<file path="config.mk">
export PLATFORM = sky130hd
export DESIGN_NAME = page_guard
export DESIGN_NICKNAME = d
export VERILOG_FILES = /design/src/rtl/page_guard_pkg.sv /design/src/rtl/page_map_ram.sv /design/src/rtl/page_guard_clr.sv /design/src/rtl/page_guard_blk.sv /design/src/rtl/page_guard.sv
export SDC_FILE = /design/constraint.sdc
export NUM_CORES = 2
export LEC_CHECK = 0
export ABC_AREA = 0
export BUFFER_PORTS_ARGS = -buffer_cell sky130_fd_sc_hd__buf_2
export CORE_ASPECT_RATIO = 1.4
export CORE_UTILIZATION = 60
export DETAILED_ROUTE_END_ITERATION = 6
export GPL_ROUTABILITY_DRIVEN = 1
export GPL_TIMING_DRIVEN = 0
export PLACE_DENSITY = 0.81
export REMOVE_ABC_BUFFERS = 1
export SLEW_MARGIN = 40
export SYNTH_ARGS = -nofsm -noshare
export SYNTH_HDL_FRONTEND = slang
export SYNTH_SLANG_ARGS = --single-unit
export TNS_END_PERCENT = 10
</file>
<file path="constraint.sdc">
create_clock -name clk -period 210.9 [get_ports clk]
set_input_delay 31.635 -clock clk [delete_from_list [all_inputs] [get_ports clk]]
set_output_delay 31.635 -clock clk [all_outputs]
set_load 0.01 [all_outputs]
</file>
<file path="src/rtl/page_guard_pkg.sv">
package page_guard_pkg;
  typedef enum logic [1:0] {
    CFG_CPU = 2'd0,
    CFG_DMA = 2'd1,
    CFG_BLK = 2'd2,
    CFG_CHK = 2'd3
  } cfg_sel_t;

  localparam int MAP_CPU  = 0;
  localparam int MAP_DMA  = 1;
  localparam int NUM_MAPS = 2;
endpackage

</file>
<file path="src/rtl/page_map_ram.sv">
// One-bit-wide page map, written and read synchronously so block RAM fits.
module page_map_ram #(
  parameter int IDX_W = 10
) (
  input  logic             clk,
  input  logic             we,
  input  logic [IDX_W-1:0] waddr,
  input  logic             wdata,
  input  logic             re,
  input  logic [IDX_W-1:0] raddr,
  output logic             rdata
);
  localparam int DEPTH = 1 << IDX_W;

  logic mem [DEPTH];

  always_ff @(posedge clk) begin
    if (we) mem[waddr] <= wdata;
  end

  always_ff @(posedge clk) begin
    if (re) rdata <= mem[raddr];
  end
endmodule

</file>
<file path="src/rtl/page_guard_clr.sv">
// Walks every page index once after reset so the maps can be zeroed.
module page_guard_clr #(
  parameter int IDX_W = 10
) (
  input  logic             clk,
  input  logic             rst,
  output logic             busy,
  output logic [IDX_W-1:0] ptr
);
  localparam logic [IDX_W-1:0] LAST = '1;

  always_ff @(posedge clk) begin
    if (rst) begin
      busy <= 1'b1;
      ptr  <= '0;
    end else if (busy) begin
      if (ptr == LAST) busy <= 1'b0;
      ptr <= ptr + 1'b1;
    end
  end
endmodule

</file>
<file path="src/rtl/page_guard_blk.sv">
// Absent-block table and the enable for its check, held in resettable flops.
module page_guard_blk #(
  parameter int BLK_W = 4
) (
  input  logic             clk,
  input  logic             rst,
  input  logic             tbl_we,
  input  logic [BLK_W-1:0] tbl_idx,
  input  logic             tbl_bit,
  input  logic             en_we,
  input  logic             en_bit,
  input  logic [BLK_W-1:0] look_idx,
  output logic             absent
);
  localparam int NBLK = 1 << BLK_W;

  logic [NBLK-1:0] tbl_q;
  logic            en_q;

  always_ff @(posedge clk) begin
    if (rst) begin
      tbl_q <= '0;
      en_q  <= 1'b1;
    end else begin
      if (tbl_we) tbl_q[tbl_idx] <= tbl_bit;
      if (en_we)  en_q <= en_bit;
    end
  end

  assign absent = en_q & tbl_q[look_idx];
endmodule

</file>
<file path="src/rtl/page_guard.sv">
module page_guard
  import page_guard_pkg::*;
#(
  parameter int ADDR_W = 20,
  parameter int PAGE_W = 10,
  parameter int BLK_W  = 4
) (
  input  logic                     clk,
  input  logic                     rst,
  input  logic                     cfg_we,
  input  logic [1:0]               cfg_sel,
  input  logic [ADDR_W-PAGE_W-1:0] cfg_idx,
  input  logic                     cfg_bit,
  input  logic                     bus_valid,
  input  logic                     bus_write,
  input  logic                     bus_dma,
  input  logic [ADDR_W-1:0]        bus_addr,
  input  logic                     strobe,
  output logic                     prot_flag,
  output logic                     unimp_flag
);
  localparam int IDX_W = ADDR_W - PAGE_W;

  logic             clr_busy;
  logic [IDX_W-1:0] clr_ptr;
  logic [IDX_W-1:0] look_page;
  logic [BLK_W-1:0] look_blk;
  logic             blk_absent;
  logic [NUM_MAPS-1:0] map_rd;

  assign look_page = bus_addr[ADDR_W-1 -: IDX_W];
  assign look_blk  = bus_addr[ADDR_W-1 -: BLK_W];

  page_guard_clr #(.IDX_W(IDX_W)) u_clr (
    .clk  (clk),
    .rst  (rst),
    .busy (clr_busy),
    .ptr  (clr_ptr)
  );

  // One map per master type; the sweep overrides configuration writes.
  for (genvar m = 0; m < NUM_MAPS; m++) begin : g_map
    localparam logic [1:0] SEL_CODE = 2'(m);
    logic             w_en;
    logic [IDX_W-1:0] w_addr;
    logic             w_data;

    assign w_en   = clr_busy | (cfg_we & (cfg_sel == SEL_CODE));
    assign w_addr = clr_busy ? clr_ptr : cfg_idx;
    assign w_data = clr_busy ? 1'b0 : cfg_bit;

    page_map_ram #(.IDX_W(IDX_W)) u_ram (
      .clk   (clk),
      .we    (w_en),
      .waddr (w_addr),
      .wdata (w_data),
      .re    (bus_valid),
      .raddr (look_page),
      .rdata (map_rd[m])
    );
  end

  page_guard_blk #(.BLK_W(BLK_W)) u_blk (
    .clk      (clk),
    .rst      (rst),
    .tbl_we   (cfg_we & (cfg_sel == CFG_BLK)),
    .tbl_idx  (cfg_idx[BLK_W-1:0]),
    .tbl_bit  (cfg_bit),
    .en_we    (cfg_we & (cfg_sel == CFG_CHK)),
    .en_bit   (cfg_bit),
    .look_idx (look_blk),
    .absent   (blk_absent)
  );

  // Access capture, aligned with the RAM read.
  logic acc_q, wr_q, dma_q, ready_q, absent_q;
  // Held verdicts of the last captured access.
  logic hold_prot_q, hold_unimp_q;
  logic fresh_prot, cur_prot, cur_unimp;

  assign fresh_prot = wr_q & ready_q & (dma_q ? map_rd[MAP_DMA] : map_rd[MAP_CPU]);
  assign cur_prot   = acc_q ? fresh_prot : hold_prot_q;
  assign cur_unimp  = acc_q ? absent_q   : hold_unimp_q;

  always_ff @(posedge clk) begin
    if (rst) begin
      acc_q        <= 1'b0;
      wr_q         <= 1'b0;
      dma_q        <= 1'b0;
      ready_q      <= 1'b0;
      absent_q     <= 1'b0;
      hold_prot_q  <= 1'b0;
      hold_unimp_q <= 1'b0;
      prot_flag    <= 1'b0;
      unimp_flag   <= 1'b0;
    end else begin
      acc_q <= bus_valid;
      if (bus_valid) begin
        wr_q     <= bus_write;
        dma_q    <= bus_dma;
        ready_q  <= ~clr_busy;
        absent_q <= blk_absent;
      end
      if (acc_q) begin
        hold_prot_q  <= fresh_prot;
        hold_unimp_q <= absent_q;
      end
      prot_flag  <= strobe & cur_prot;
      unimp_flag <= strobe & cur_unimp;
    end
  end

  logic unused_low_addr;
  assign unused_low_addr = ^bus_addr[PAGE_W-1:0];
endmodule

</file>
* Word level (Yosys, flattened, before mapping)
Memories as Yosys holds them, arrays and structs flattened. A register that Yosys moved wholly into a read port is not among the register bits.
Index checks and enable logic that the tools add are counted.
** Word-level totals
- Register bits :: 37
- RAM bits :: 2048
- Input port bits :: 40
- Output and inout port bits :: 2
- Word-level logic and storage cells :: 53
- Memories kept :: 2
** Operators by class
- Add/subtract/negate cells :: 1
- Order comparisons :: 3
- Equal/unequal tests :: 4
- Multiplexer cells :: 16
- Bitwise operators :: 12
- Reduce and logical (&&, ||, !) cells :: 2
** Memory list
- g_map[0].u_ram.mem :: words 1024, bits a word 1, rd ports 1, clocked after memory_dff 1, wr ports 1, RTL line page_map_ram.sv:15 : logic mem [DEPTH];
- g_map[1].u_ram.mem :: words 1024, bits a word 1, rd ports 1, clocked after memory_dff 1, wr ports 1, RTL line page_map_ram.sv:15
** Operators by type and width (number)
- $bwmux W16 :: 1
- $mux W1 :: 12
- $add A10 B1 Y10 const B :: 1
- $eq A10 B10 Y1 const B :: 1
- $lt A4 B5 Y1 const B :: 2
- $mux W10 :: 1
- $and A1 B1 Y1 :: 9
- $bmux W1 S4 :: 1
- $demux W1 S4 :: 1
- $eq A2 B2 Y1 const B :: 2
- $ge A4 B1 Y1 const B :: 1
- $eq A2 B1 Y1 const B :: 1
- $logic_not A2 Y1 :: 1
- $or A1 B1 Y1 :: 2
- $logic_and A1 B1 Y1 :: 1
- $not A1 Y1 :: 1

* Depth between registers and ports, before layout
- Word-level depth :: 5
- Depth in mapped cells :: 14
- Mapped depth without buffers :: 8

* By module
From an unflattened synthesis, not the netlist that was laid out.
** Second synthesis, totals
- Cells, all modules :: 6427
- Area total of the unflattened synthesis :: 91167.4 um2
** Modules (own cells, without submodules)
- page_map_ram :: instances 2, cells an instance 3112, area each 44666.6 um2, seq. area each 30779.5 um2
- page_guard_blk :: instances 1, cells an instance 106, area each 880.8 um2, seq. area each 340.3 um2
- page_guard_clr :: instances 1, cells an instance 51, area each 480.5 um2, seq. area each 220.2 um2
- page_guard :: instances 1, cells an instance 46, area each 473.0 um2, seq. area each 180.2 um2

* Worst setup path before layout
OpenSTA, ideal clock, no wires.
- Kind :: input-to-reg
- Start :: in cfg_bit
- End :: mem g_map[0].u_ram.mem[0], data pin
- Setup time :: 10.209 ns
- Data arrival time :: 81.766 ns
- Required time :: 200.691 ns
- Path slack :: 118.925 ns
- Stages on the path :: 3
- Buffers on the path :: 2
- Cells stage by stage :: clkbuf_1 > clkbuf_1 > nor2b_1
** Between the ends
- Cells in the longest elaborated chain, start to end :: 1
** RTL lines
- start, declared :: RTL line page_guard.sv:13 : input logic cfg_bit,
- $mux W1 :: RTL line page_guard.sv:50 : assign w_data = clr_busy ? 1'b0 : cfg_bit;
- via g_map[0].u_ram.wdata :: RTL line page_map_ram.sv:8 : input logic wdata,
- end, declared :: RTL line page_map_ram.sv:15
The timed path passes the listed nets, and every way through them passes these cells.

==> out/metrics.cfg <==
[worst_setup_path]
crit_type = in2reg
reg2reg_from = g_map[1].u_ram.mem[926]
timing.rr.end = g_map[1].u_ram.rdata
critPathArrivalTime_ps = 36730
end_kind = flop
reg2reg_slack_ps = 206830
r2r_cells = 8
critPathMaxFanout = 59
startpoint_type = input port
crit_start = bus_addr[11]
cp.required_ps = 211540

[cts]
cts_tree = built
clock_latency_ps = 830
cts.sinks = 2087
clockRootBuffer = clkbuf_16
cts_resized = 0
postCtsHoldBufs = 0
cts.clk_slew.worst_paths_ps = 70
clock_path_buffers = 3
cts_setup_buffers = 0
cts_buffers = 175
h-tree-depth = 4

[drt]
antenna_left = 0
met3_wirelength_um = 38100
post_drt_wl_per_cell_um = 31.7
route.detailed.drc = 5
drt_iter0_markers = 8919
first_pass_iters = 7
finalWirelength_um = 260000
avgViaCountPerCell = 7.02
wl_met2_um = 122000
dr_total_vias = 57600
top_layer_used = met4
wl_met1_um = 76300

[power]
combPwrFrac_pct = 4.9
switching_share_pct = 21.2
ir_drop_mv = 0.00720
switchingPower_mw = 0.170
total_leakage_power_nw = 31.4
intPower_mw = 0.633
seqPwrFrac_pct = 55.8
powerDensity_mw_per_mm2 = 7.98
clockPowerShare_pct = 39.2

[run_status]
violations = design-rule violations
outcome = finished with violations

[sta]
fin_crit_sh_pct = 17.1
clock.fmax_ghz = 0.0277
setup_tns_ps = 0
finalSetupViolations = 0
rsz0062_at_grt = no
hold-worst-slack_ps = 460
tightest_slew_ps = 990
fin_skew_ps = 47.9
max_slew_margin_pct = 33.6
drv_slew = 0
period_needed_ps = 36090
final-hold-violation-count = 0

[floorplanning]
die_w_um = 331
die-area_mm2 = 0.153
fp.dieH_um = 462
rows = 168
core_mm2 = 0.150
top_level_ports = 42
initial_core_util_pct = 60.5

[synthesis]
ys.flop_type = edfxtp_1
syn_avg_cell_area_um2 = 14.4
ys_warn_count = 0
synth_most_common_cell = nor2_1
ys_seq_elements = 2087
netlist.area_leader.share_pct = 67.9
synthTopCellsByCount = 2131 x nor2_1, 2050 x edfxtp_1, 428 x clkbuf_1
yosysTopAreaCell = edfxtp_1
synth_edf_count = 2050
async_flop_share_pct = 0
ys_types = 76
synth_area_leaders = edfxtp_1 68%, mux4_2 9.4%, nor2_1 8.8%
syn-instance-count = 6303
syn_area_mm2 = 0.0907
synth_seq_area_share_pct = 68.7

[placement]
dp_hpwl_um = 151000
gp_congestion = 0.798
io_buffers = 31

[worst_hold_path]
hold_class = reg2reg
hold_end = u_blk.tbl_q[0]
min_from = u_blk.tbl_q[0]
worstHoldPathCells = 2

[final_layout]
multi_input_area_mm2 = 0.0259
fillCellCount = 8924
drive_gt1_share_pct = 16.4
seq_area_mm2 = 0.0623
fin_nets = 6159
area_growth_pct = 11.0

[grt]
overflow = 0
globalRouteTotalUtil_pct = 34.2
grt_antenna_before_repair = 2
grt_pass1_vias = 57800
grt_pass1_wl_um = 374000
grt_max_degree = 69

[run]
maxCapViolations = 0

power by group through the flow:
stage	Clock [mW]	Combinational [mW]	Sequential, mW
after global placement	0	0.0466	0.458
after global routing	0.329	0.0401	0.448
after floorplan	0	0.0173	0.457
final	0.315	0.0398	0.448
after CTS	0.314	0.0385	0.449
after detailed placement	0	0.0379	0.458
final cells by class:
| cell class | count | area share [%] |
|---|---|---|
| flip-flops and latches | 2087 | 61.9 |
| multi-input cells | 3604 | 25.8 |
| repair buffers | 238 | 4.48 |
| well taps | 1955 | 2.43 |
| diodes | 2 | 0.00497 |
| clock inverters | 90 | 0.654 |
| clock buffers | 224 | 4.72 |
| inverters | 12 | 0.0572 |
critical path: stages:
cell,delay [ps]
buf_8,180
buf_16,320
buf_16,290
buf_16,330
nand2_4,290
buf_12,300
o221ai_1,350
o311ai_0,260
nor3_1,280
nand4_1,620
a41oi_1,960
o311ai_0,400
nand4_1,310
metrics by stage:
stage | power, mW | instances | util (%) | setup slack [ps] | instance area, um^2
after floorplan | 0.475 | 5703 | - | 120530 | 87500
after global placement | 0.504 | 7689 | 60.1 | 91600 | 90100
after detailed placement | 0.495 | 7896 | 63.5 | 174090 | 95200
after CTS | 0.801 | 8210 | 67.1 | 174950 | 101000
after global routing | 0.817 | 8211 | 67.2 | 174760 | 101000
final | 0.803 | 8212 | 67.2 | 174810 | 101000
cells in the final DEF, fill, tap and decap left out, types with 7 or more instances in the layout:
master	Yosys	final
nor2_4	0	17
buf_16	0	65
mux2_2	18	18
clkbuf_16	0	184
o221ai_1	94	94
nand4_1	14	14
clkinv_2	0	21
buf_8	39	57
nor2b_1	14	11
buf_2	44	25
a22o_1	14	14
nand2_1	184	85
a22oi_1	61	61
dfxtp_1	37	36
a211oi_1	23	21
a21boi_0	13	13
mux4_1	42	42
nand2_4	0	34
nand2_2	0	65
clkbuf_1	428	40
nand3_1	24	24
nor2_1	2131	2110
and2_1	8	7
o21ai_0	38	37
a21oi_1	73	73
nor3_1	44	39
mux2i_1	237	236
inv_1	11	10
bufinv_16	0	9
mux4_2	380	380
edfxtp_1	2050	2050
nand2b_1	15	13
a221oi_1	14	13
o22ai_1	58	56
clkinv_1	1	49
buf_4	10	7
buf_12	9	84
per-layer routing:
layer  global-route usage, %  vias up
met5                  0.0959        -
met4                    25.2        0
met3                    8.94     1386
met2                    54.0     5091
met1                    40.6    28300
li1                        -    22900
logic make-up after synthesis:
family	Yosys count	synth area share [%]
AO/OA/AOI/OAI	444	3.52
AND/OR/NAND/NOR	2476	10.7
flip-flops	2087	68.7
buffers and inverters	612	3.56
adder cells (fa/ha/maj)	1	0.0138
XOR/XNOR	6	0.0579
multiplexers	677	13.5
sequential cells by signal (all words and copies together), names as in the netlist:
register,cells
g_map.u_ram.mem,2048
u_blk.tbl_q,16
u_clr.ptr,10
g_map.u_ram.rdata,2
absent_q,1
acc_q,1
dma_q,1
hold_prot_q,1
hold_unimp_q,1
prot_flag,1
ready_q,1
u_blk.en_q,1
u_clr.busy,1
unimp_flag,1
wr_q,1
how the worst max path moves through the flow:
stage | to | slack (ps) | cells after the start
6_report | g_map[1].u_ram.rdata | 174810 | 13
3_3_place_gp | g_map[1].u_ram.mem[800] | 91600 | 2
4_1_cts | g_map[1].u_ram.rdata | 174950 | 12
3_5_place_dp | g_map[1].u_ram.rdata | 174090 | 12
2_1_floorplan | g_map[0].u_ram.mem[0] | 120530 | 1
5_1_grt | g_map[1].u_ram.rdata | 174760 | 12
(Power assumes the default switching activity.)
